$ cat src/rtl/can_ctrl_pkg.sv
package can_ctrl_pkg;

  // Strobes from the control module to the counter datapath
  typedef struct packed {
    logic domRun;       // transmitter is asking for dominant in normal mode
    logic phaseClr;     // wake phase counter held at zero
    logic expectRec;    // current wake phase expects a recessive bus
    logic deadlineRun;  // wake pattern deadline counter running
  } ctlStrobes_t;

  typedef enum logic [2:0] {
    WK_IDLE = 3'd0,
    WK_DOM1 = 3'd1,
    WK_REC  = 3'd2,
    WK_DOM2 = 3'd3,
    WK_DONE = 3'd4
  } wakeState_t;

endpackage

$ cat src/rtl/can_ctrl_sync.sv
module can_ctrl_sync #(
  parameter int STAGES    = 2,
  parameter bit RESET_VAL = 1'b0
) (
  input  logic clk,
  input  logic rstN,
  input  logic dIn,
  output logic dOut
);
  logic [STAGES-1:0] chain;

  genvar s;
  generate
    for (s = 0; s < STAGES; s++) begin : g_stage
      if (s == 0) begin : g_first
        always_ff @(posedge clk or negedge rstN)
          if (!rstN) chain[s] <= RESET_VAL;
          else       chain[s] <= dIn;
      end else begin : g_next
        always_ff @(posedge clk or negedge rstN)
          if (!rstN) chain[s] <= RESET_VAL;
          else       chain[s] <= chain[s-1];
      end
    end
  endgenerate

  assign dOut = chain[STAGES-1];
endmodule

$ cat src/rtl/can_ctrl_datapath.sv
module can_ctrl_datapath
  import can_ctrl_pkg::*;
#(
  parameter int DOM_TIMEOUT = 40,
  parameter int WAKE_FILT   = 5,
  parameter int WAKE_TO     = 60
) (
  input  logic        clk,
  input  logic        rstN,
  input  ctlStrobes_t ctl,
  input  logic        busS,
  output logic        domExpired,
  output logic        phaseOk,
  output logic        deadlineHit
);
  localparam int DOM_W   = $clog2(DOM_TIMEOUT + 1);
  localparam int PHASE_W = $clog2(WAKE_FILT + 1);
  localparam int DL_W    = $clog2(WAKE_TO + 1);
  localparam logic [DOM_W-1:0]   DOM_LAST = DOM_W'(DOM_TIMEOUT - 1);
  localparam logic [PHASE_W-1:0] PH_LAST  = PHASE_W'(WAKE_FILT);
  localparam logic [DL_W-1:0]    DL_LAST  = DL_W'(WAKE_TO - 1);

  logic [DOM_W-1:0]   domCnt;
  logic [PHASE_W-1:0] phaseCnt;
  logic [DL_W-1:0]    deadlineCnt;
  logic               atLevel;

  assign atLevel     = busS ^ ctl.expectRec;
  assign domExpired  = (domCnt == DOM_LAST);
  assign phaseOk     = (phaseCnt == PH_LAST);
  assign deadlineHit = (deadlineCnt == DL_LAST);

  // Dominant length counter, cleared whenever transmit is recessive or in wake mode
  always_ff @(posedge clk or negedge rstN)
    if (!rstN)               domCnt <= '0;
    else if (!ctl.domRun)    domCnt <= '0;
    else if (!domExpired)    domCnt <= domCnt + 1'b1;

  // Wake phase length counter, cleared when the bus leaves the expected level
  always_ff @(posedge clk or negedge rstN)
    if (!rstN)                          phaseCnt <= '0;
    else if (ctl.phaseClr || !atLevel)  phaseCnt <= '0;
    else if (!phaseOk)                  phaseCnt <= phaseCnt + 1'b1;

  // Overall wake pattern deadline
  always_ff @(posedge clk or negedge rstN)
    if (!rstN)                  deadlineCnt <= '0;
    else if (!ctl.deadlineRun)  deadlineCnt <= '0;
    else if (!deadlineHit)      deadlineCnt <= deadlineCnt + 1'b1;

  // A qualified phase needs the bus to have sat at its level on the last edge
  assert_phase_qual_R8: assert property (@(posedge clk) disable iff (!rstN)
    phaseOk |-> $past(atLevel && !ctl.phaseClr));

endmodule

$ cat src/rtl/can_ctrl_control.sv
module can_ctrl_control
  import can_ctrl_pkg::*;
(
  input  logic        clk,
  input  logic        rstN,
  input  logic        txS,
  input  logic        busS,
  input  logic        canEnable,
  input  logic        resetReqN,
  input  logic        domExpired,
  input  logic        phaseOk,
  input  logic        deadlineHit,
  output ctlStrobes_t ctl,
  output logic        drvDominant,
  output logic        biasHalf,
  output logic        rxData,
  output logic        wakeSeen
);
  wakeState_t state, stateNext;
  logic normalMode, domRun, lockout, inPattern;

  assign normalMode = canEnable & resetReqN;
  assign domRun     = normalMode & ~txS;
  assign inPattern  = (state == WK_DOM1) || (state == WK_REC) || (state == WK_DOM2);
  assign wakeSeen   = (state == WK_DONE);

  // Lockout after an over-long dominant; released only by recessive transmit
  always_ff @(posedge clk or negedge rstN)
    if (!rstN)           lockout <= 1'b0;
    else if (!domRun)    lockout <= 1'b0;
    else if (domExpired) lockout <= 1'b1;

  always_comb begin
    stateNext = state;
    if (normalMode) stateNext = WK_IDLE;
    else begin
      case (state)
        WK_IDLE: if (busS) stateNext = WK_DOM1;
        WK_DOM1: if (deadlineHit) stateNext = WK_IDLE;
                 else if (!busS) stateNext = phaseOk ? WK_REC : WK_IDLE;
        WK_REC:  if (deadlineHit) stateNext = WK_IDLE;
                 else if (busS && phaseOk) stateNext = WK_DOM2;
        WK_DOM2: if (deadlineHit) stateNext = WK_IDLE;
                 else if (phaseOk) stateNext = WK_DONE;
        WK_DONE: stateNext = WK_DONE;
        default: stateNext = WK_IDLE;
      endcase
    end
  end

  always_ff @(posedge clk or negedge rstN)
    if (!rstN) state <= WK_IDLE;
    else       state <= stateNext;

  always_comb begin
    ctl.domRun      = domRun;
    ctl.phaseClr    = !inPattern;
    ctl.expectRec   = (state == WK_REC);
    ctl.deadlineRun = inPattern;
  end

  assign drvDominant = domRun & ~lockout;
  assign biasHalf    = normalMode;
  assign rxData      = (normalMode || wakeSeen) ? ~busS : 1'b1;

  assert_lock_hold_R2: assert property (@(posedge clk) disable iff (!rstN)
    (lockout && domRun) |=> (lockout || !domRun));

  assert_wake_order_R5: assert property (@(posedge clk) disable iff (!rstN)
    (wakeSeen && !$past(wakeSeen)) |-> ($past(state) == WK_DOM2));

  assert_deadline_R7: assert property (@(posedge clk) disable iff (!rstN)
    (deadlineHit && inPattern && !normalMode) |=> (state == WK_IDLE));

endmodule

$ cat src/rtl/can_xcvr_ctrl.sv
module can_xcvr_ctrl
  import can_ctrl_pkg::*;
#(
  parameter int DOM_TIMEOUT = 40,
  parameter int WAKE_FILT   = 5,
  parameter int WAKE_TO     = 60,
  parameter int SYNC_STAGES = 2
) (
  input  logic clk,
  input  logic rstN,
  input  logic txData,
  input  logic canEnable,
  input  logic resetReqN,
  input  logic busDominant,
  output logic drvDominant,
  output logic biasHalf,
  output logic rxData
);
  logic txS, busS, domExpired, phaseOk, deadlineHit, wakeSeen;
  ctlStrobes_t ctlBus;

  can_ctrl_sync #(.STAGES(SYNC_STAGES), .RESET_VAL(1'b1)) u_txSync (
    .clk(clk), .rstN(rstN), .dIn(txData), .dOut(txS));

  can_ctrl_sync #(.STAGES(SYNC_STAGES), .RESET_VAL(1'b0)) u_busSync (
    .clk(clk), .rstN(rstN), .dIn(busDominant), .dOut(busS));

  can_ctrl_datapath #(
    .DOM_TIMEOUT(DOM_TIMEOUT), .WAKE_FILT(WAKE_FILT), .WAKE_TO(WAKE_TO)
  ) u_datapath (
    .clk(clk), .rstN(rstN), .ctl(ctlBus), .busS(busS),
    .domExpired(domExpired), .phaseOk(phaseOk), .deadlineHit(deadlineHit));

  can_ctrl_control u_control (
    .clk(clk), .rstN(rstN), .txS(txS), .busS(busS),
    .canEnable(canEnable), .resetReqN(resetReqN),
    .domExpired(domExpired), .phaseOk(phaseOk), .deadlineHit(deadlineHit),
    .ctl(ctlBus), .drvDominant(drvDominant), .biasHalf(biasHalf),
    .rxData(rxData), .wakeSeen(wakeSeen));

  assert_dom_limit_R1: assert property (@(posedge clk) disable iff (!rstN)
    (ctlBus.domRun && domExpired) |=> !drvDominant);

  assert_wake_quiet_R3: assert property (@(posedge clk) disable iff (!rstN)
    !(canEnable && resetReqN) |-> (!biasHalf && !drvDominant));

  assert_rx_hold_R5: assert property (@(posedge clk) disable iff (!rstN)
    (!(canEnable && resetReqN) && !wakeSeen) |-> rxData);

endmodule

$ cat config.mk
export PLATFORM = sky130hd
export DESIGN_NAME = can_xcvr_ctrl
export DESIGN_NICKNAME = d
export VERILOG_FILES = /design/src/rtl/can_ctrl_pkg.sv /design/src/rtl/can_ctrl_sync.sv /design/src/rtl/can_ctrl_datapath.sv /design/src/rtl/can_ctrl_control.sv /design/src/rtl/can_xcvr_ctrl.sv
export SDC_FILE = /design/constraint.sdc
export NUM_CORES = 1
export LEC_CHECK = 0
export ABC_AREA = 0
export BUFFER_PORTS_ARGS = -buffer_cell sky130_fd_sc_hd__buf_2
export CAP_MARGIN = 40
export CORE_MARGIN = 4
export CORE_UTILIZATION = 57
export DETAILED_ROUTE_END_ITERATION = 8
export PLACE_DENSITY = 0.81
export REMOVE_ABC_BUFFERS = 1
export SLEW_MARGIN = 20
export SYNTH_ARGS = -nofsm -noshare
export SYNTH_HDL_FRONTEND = slang
export SYNTH_SLANG_ARGS = --single-unit
$ cat constraint.sdc
create_clock -name clk -period 1.7 [get_ports clk]
set_clock_uncertainty 0.05 [all_clocks]
set_input_delay 0.51 -clock clk [delete_from_list [all_inputs] [get_ports clk]]
set_output_delay 0.51 -clock clk [all_outputs]
set_load 0.01 [all_outputs]
==> results of run 1 <==
## synthesized netlist by cell type (all sizes together), types with 3 or more instances
master / instances
and2: 4
inv: 3
nor3: 5
nand3: 7
xor2: 5
dfrtp: 21
a21oi: 6
a211oi: 3
ha: 4
o21ai: 6
nand2: 8
nor2: 9
## logic make-up after synthesis
group           after synthesis  synth area share (%)
xor+xnor                      6                  4.64
simple gates                 49                  24.9
flops                        23                  51.0
mux                           1                 0.883
buf+inv                       5                  1.66
fa+ha+maj                     4                  4.42
compound gates               22                  12.5
## layer usage
layer  track usage (%)  vias up
met5                 0        -
met4              5.11        0
met3              5.13        4
met2              28.9       13
met1              22.0      397
li1                  -      424
## stage by stage
step	TNS, ps	power (mW)
global placement	0	0.683
finish	-101	0.943
global route	-229	0.999
CTS	-73.5	0.956
detailed placement	0	0.687
floorplan	0	0.651
## worst reg2reg max path, stage by stage (launching register included)
cell     delay, ps
dfrtp_1        400
buf_4          120
buf_4           90
buf_4          120
or3b_1         360
a21oi_2        180
o211a_1        170
## flip-flops by register name, indices dropped and copies added (netlist names)
name	flops
u_datapath.phaseCnt	3
u_datapath.domCnt	6
u_control.state	3
u_control.lockout	1
u_txSync.dOut	1
u_datapath.deadlineCnt	6
u_busSync.chain	1
u_txSync.chain	1
u_busSync.dOut	1
## how the worst min path moves through the flow
stage,to,slack [ps],cells past startpoint
floorplan,u_busSync.chain[0]$_DFF_PN0_,160,0
global placement,u_busSync.dOut$_DFF_PN0_,280,0
detailed placement,u_txSync.dOut$_DFF_PN1_,300,0
CTS,u_datapath.deadlineCnt[5]$_DFFE_PN0P_,90,1
global route,u_datapath.deadlineCnt[5]$_DFFE_PN0P_,90,1
finish,u_datapath.deadlineCnt[5]$_DFFE_PN0P_,80,1
## power by group through the flow
stage	registers (mW)	clock network (mW)	logic (mW)
floorplan	0.598	0	0.0525
global placement	0.603	0	0.0800
detailed placement	0.603	0	0.0833
CTS	0.593	0.271	0.0917
global route	0.596	0.297	0.106
finish	0.593	0.259	0.0912
## timing repair
item,CTS,global route
buffers inserted,2,1
setup endpoints to repair,2,2
hold buffers,0,0
pin swaps,1,0
gates resized for setup,4,1
## area by class of cell
cell class,instances,area share [%]
Timing Repair Buffer,13,6.06
Multi-Input combinational cell,82,43.1
Tap cell,25,2.44
Clock inverter,1,0.587
Sequential cell,23,45.2
Clock buffer,3,1.76
Inverter,3,0.880
==> flow_summary_export.csv, run 1 <==
group,metric,value,unit
outcome,status,"complete, but fails checks",
outcome,violations,"setup timing",
yosys,syn_area_per_cell,10.3,um2
grt,grt_max_degree,24,
finish,fin_cells,150,
yosys,yosys.area.top_type,"dfrtp_1",
placed_design,dp.cells,143,
timing,maxSlewHeadroom,67.2,%
timing,fmax,557,MHz
route,avgRoutedWirePerCell,13.5,um
grt,grt_pass1_vias,816,
yosys,synth_area_leaders,"dfrtp_1 (46%), dfstp_2 (4.6%), ha_1 (4.4%)",
worst_setup_path,startpoint_type,"register",
route,drt-total-wl,2030,um
route,drt-pass1-iter-count,4,
worst_setup_path,cp.depth,4,
grt,grt_antenna_before_repair,0,
worst_setup_path,cp_num_buf_inv,1,
route,met1_length,960,um
floorplanning,die-area,2770,um2
pwr,power.share.clock,27.5,%
worst_setup_path,cp_top_family,"flip-flops",
route,routed-wl-met2,956,um
timing,setup_violations,2,
placed_design,dp_hpwl,1420,um
floorplanning,ios,9,
yosys,synth_cell_types,37,
clock_network,cts-htree-levels,1,
worst_setup_path,cpPeakStageDelay,420,ps
grt,grt_usage,17.5,%
pwr,p_per_area,737,nW/um2
floorplanning,die_h,52.6,um
yosys,ys_seq_elements,23,
yosys,netlist_area,1130,um2
run,maxCapViolations,0,
timing,hold_viol_final,0,
floorplanning,rows,15,
grt,grt_first_pass_wirelength,3460,um
placed_design,place_congestion,0.832,
clock_network,worstSkewPairLatency,320,ps
worst_setup_path,r2r-start,"u_control.state[1]$_DFFE_PN0P_",
timing,max_slew.worst_pin.slew,491,ps
finish,finalNetCount,136,
pwr,swShare,25.7,%
timing,post-route-period-util,106,%
pwr,pwr-share-comb,9.7,%
finish,num_antenna_cells,0,
pwr,ir_worst_vdd,0.000787,V
route,vias,838,
worst_setup_path,crit_start,"u_control.state[1]$_DFFE_PN0P_",
yosys,synth_edf_count,0,
route,drcViolationCount,0,
finish,design_area,1280,um2
clock_network,clkSinkCount,23,
placed_design,port_buffers,8,
worst_setup_path,reg2regPathDepth,6,
finish,nFillCells,144,
finish,syn_to_final_growth,12.9,%
yosys,syn_inst,110,
route,wl_met3,76,um
worst_setup_path,path_cells,"nor2_2 > and2_4 > o21ai_1 > buf_2",
finish,drive_gt1_share,24.0,%
timing,drv_slew,0,
route,drt_iter0_markers,20,
placed_design,place_area,1210,um2
yosys,synthFlopType,"dfrtp_1",
worst_setup_path,arrival,1240,ps
route,vias_per_cell,5.59,
route,ant_nets,0,
worst_setup_path,critical_path_class,"reg2out",
finish,multi_input_area,552,um2
yosys,yosysSeqAreaShare,51.0,%
worst_setup_path,endpoint,"rxData",
floorplanning,initial_utilization,62.9,%
pwr,power_switching,242,uW
clock_network,cts_buffers,3,
worst_setup_path,path_max_fanout,3,
timing,whs,78.6,ps
finish,final_cell_mix,"dfrtp_1 (21), nand2_1 (8), buf_2 (8)",
timing,period_minus_slack,1800,ps
floorplanning,die_width,52.6,um
timing,worst_slack,-95.1,ps
worst_setup_path,end_kind,"primary output",
hold_path,hold_path_class,"in2async",
yosys,async_reset_ff_share,100,%
clock_network,cts_tree,"built",
pwr,p_int,701,uW
timing,rsz0062_at_grt,"yes",
worst_setup_path,crit-reg2reg-capture,"u_datapath.phaseCnt[2]$_DFFE_PN0P_",
finish,register_area,578,um2
clock_network,clk_pin_slew,130,ps
route,top_layer_used,"met4",
floorplanning,core,1800,um2
pwr,seqPwrFrac,62.9,%
worst_setup_path,cp.required,1140,ps
finish,final_common_cell,"dfrtp_1",
worst_setup_path,reg2reg_slack,160,ps
placed_design,dpl_worst_slack,58.1,ps
yosys,yosysWarningCount,0,
pwr,p_leak,0.578,nW
clock_network,cts-root-buf,"clkbuf_4",
yosys,synth.top_cell.area_share,46.4,%
worst_setup_path,slowest_stage,"dfrtp_1",
clock_network,clockBufferDepth,2,
grt,grt-ovfl-total,0,
finish,fin_util,71.0,%
Power figures use the tool's default switching activity.
==> inputs of run 2 (changes only) <==
ABC_AREA = 1   (was 0)
==> flow_summary_export.csv, run 2 <==
group,metric,value,unit
pwr,seqPwrFrac,48.0,%
route,vias_per_cell,4.96,
yosys,netlist_area,1170,um2
grt,grt_usage,16.6,%
yosys,synth_edf_count,0,
floorplanning,die_width,53.3,um
placed_design,dp_hpwl,1530,um
yosys,syn_inst,136,
finish,fin_cells,181,
timing,setup_violations,1,
outcome,status,"complete, but fails checks",
worst_setup_path,cpPeakStageDelay,400,ps
timing,worst_slack,-107,ps
yosys,yosysMostFrequentCell,"nand2_1",
placed_design,dp.cells,174,
yosys,yosys.area.top_type,"dfrtp_1",
worst_setup_path,slowest_stage,"dfrtp_1",
clock_network,cts_buffers,3,
finish,final_cell_mix,"nand2_1 (29), nor2_1 (21), dfrtp_1 (20)",
clock_network,cts-root-buf,"clkbuf_4",
route,vias,897,
timing,hold_viol_final,0,
yosys,ys_seq_elements,23,
hold_path,hold_path_class,"in2async",
route,drcViolationCount,0,
timing,setup-tns-final,-107,ps
route,drt-total-wl,1970,um
finish,num_antenna_cells,0,
yosys,synth.top_cell.area_share,44.9,%
timing,fmax,553,MHz
clock_network,worstSkewPairLatency,300,ps
finish,reg_top3,"u_datapath.deadlineCnt x6, u_datapath.domCnt x6",
clock_network,clockBufferDepth,2,
worst_setup_path,critical_path_class,"reg2out",
pwr,p_per_area,1100,nW/um2
grt,grt_pass1_vias,839,
worst_setup_path,arrival,1250,ps
run,maxCapViolations,0,
placed_design,place_congestion,0.839,
worst_setup_path,cp.required,1140,ps
timing,drv_slew,0,
worst_setup_path,cp_top_family,"flip-flops",
yosys,synthFlopType,"dfrtp_1",
floorplanning,initial_utilization,59.6,%
timing,max_slew.worst_pin.slew,485,ps
route,avgRoutedWirePerCell,10.9,um
route,drt-pass1-iter-count,4,
pwr,pwr-share-comb,35.3,%
timing,rsz0062_at_grt,"yes",
pwr,p_leak,0.668,nW
pwr,power_switching,517,uW
yosys,async_reset_ff_share,100,%
placed_design,place_area,1260,um2
timing,post-route-period-util,106,%
yosys,synth_area_leaders,"dfrtp_1 (45%), nand2_1 (9.6%), nor2_1 (7.4%)",
yosys,yosysSeqAreaShare,49.4,%
outcome,violations,"setup timing",
grt,grt_antenna_before_repair,0,
worst_setup_path,path_max_fanout,2,
worst_setup_path,startpoint_type,"register",
pwr,ir_worst_vdd,0.000856,V
worst_setup_path,cp_num_buf_inv,1,
floorplanning,core,1960,um2
timing,maxSlewHeadroom,67.7,%
route,drt_iter0_markers,15,
yosys,synth_cell_types,21,
floorplanning,rows,16,
placed_design,port_buffers,8,
clock_network,clk_pin_slew,130,ps
pwr,power.share.clock,16.7,%
worst_setup_path,end_kind,"primary output",
clock_network,cts-htree-levels,1,
finish,design_area,1320,um2
finish,final_common_cell,"nand2_1",
route,ant_nets,0,
yosys,synth_common_cells,"nand2_1 (30), nor2_1 (23), dfrtp_1 (21), inv_1 (14), nand3_1 (8)",
clock_network,cts_tree,"built",
grt,grt_first_pass_wirelength,3370,um
yosys,yosysWarningCount,0,
pwr,p_int,937,uW
grt,grt_max_degree,24,
timing,period_minus_slack,1810,ps
yosys,syn_area_per_cell,8.60,um2
finish,syn_to_final_growth,13.0,%
grt,grt-ovfl-total,0,
floorplanning,ios,9,
finish,finalNetCount,165,
finish,drive_gt1_share,22.1,%
pwr,swShare,35.6,%
clock_network,holdBufCountCts,0,
floorplanning,die-area,2840,um2
placed_design,dpl_worst_slack,29.0,ps
floorplanning,die_h,53.3,um
worst_setup_path,path_cells,"or2_4 > nor2_4 > o21ai_1 > buf_2",
clock_network,clkSinkCount,23,
==> run 2: what timing repair did <==
| action | in CTS | in global routing |
|---|---|---|
| resized for setup | 5 | 2 |
| buffers inserted | 2 | 1 |
| cloned | 0 | 0 |
| pin swaps | 1 | 3 |
| setup endpoints to repair | 1 | 4 |
| endpoints found under the hold margin | 0 | 0 |
==> run 2: power by group through the flow <==
stage | combinational (mW) | sequential (mW) | clock [mW]
after global placement | 0.454 | 0.703 | 0
final | 0.513 | 0.698 | 0.243
after CTS | 0.516 | 0.698 | 0.252
after floorplan | 0.341 | 0.709 | 0
after detailed placement | 0.474 | 0.710 | 0
after global routing | 0.583 | 0.707 | 0.272
==> run 2: worst reg2reg max path, stage by stage, from the launching register on <==
cell and delay [ps]:
dfrtp_1 440, ha_1 220, nand2_1 160, inv_1 120, nand2_1 90, nand3_1 90, nand3_2 120, nand2_2 60
nand2_1 50, nand2_1 40
==> run 2: cell type report <==
| cell class | instances | area (um2) |
|---|---|---|
| fillers | 172 | 639 |
| flip-flops and latches | 23 | 579 |
| well taps | 27 | 33.8 |
| clock inverters | 1 | 5.00 |
| inverters | 14 | 52.6 |
| multi-input cells | 97 | 529 |
| clock buffers | 3 | 22.5 |
| repair buffers | 16 | 100 |
==> run 2: cells by family after synthesis <==
| family | Yosys count | share of synthesized area, % |
|---|---|---|
| buffers and inverters | 16 | 6.42 |
| DFF | 23 | 49.4 |
| adders and majority gates | 4 | 4.28 |
| xor gates and xnor gates | 8 | 5.99 |
| and+or+nand+nor | 75 | 29.2 |
| AOI/OAI and AO/OA | 10 | 4.70 |
==> run 2: path summary, 6_finish.rpt <==
check / startpoint / end / slack [ps] / depth (start not counted)
setup / recovery: u_control.state[0]$_DFFE_PN0P_ / rxData / -110 / 4
hold / removal: rstN / u_control.state[1]$_DFFE_PN0P_ / 100 / 1
setup reg to reg: u_datapath.phaseCnt[0]$_DFFE_PN0P_ / u_control.state[1]$_DFFE_PN0P_ / 180 / 9
hold reg to reg: u_busSync.chain[0]$_DFF_PN0_ / u_busSync.dOut$_DFF_PN0_ / 310 / 0
max in group asynchronous: rstN / u_txSync.chain[0]$_DFF_PN1_ / 1150 / 1
min in group clk: txData / u_txSync.chain[0]$_DFF_PN1_ / 240 / 1
==> run 2: per-stage QoR <==
| stage | power [mW] | hold slack, ps | util (%) |
|---|---|---|---|
| after global routing | 1.56 | 120 | 67.4 |
| after floorplan | 1.05 | 164 | - |
| after global placement | 1.16 | 288 | 64.2 |
| after detailed placement | 1.18 | 286 | 64.2 |
| after CTS | 1.47 | 113 | 66.8 |
| final | 1.45 | 95.4 | 67.4 |
==> run 2: layer usage <==
layer	part of all wire (%)	up-vias	GRT usage, %	wire length [um]
met1	45	416	19.7	881
met3	3.0	2	3.38	60
li1	-	464	-	-
met2	51	15	28.2	1010
met4	1.2	0	7.66	23
met5	0	-	0	0
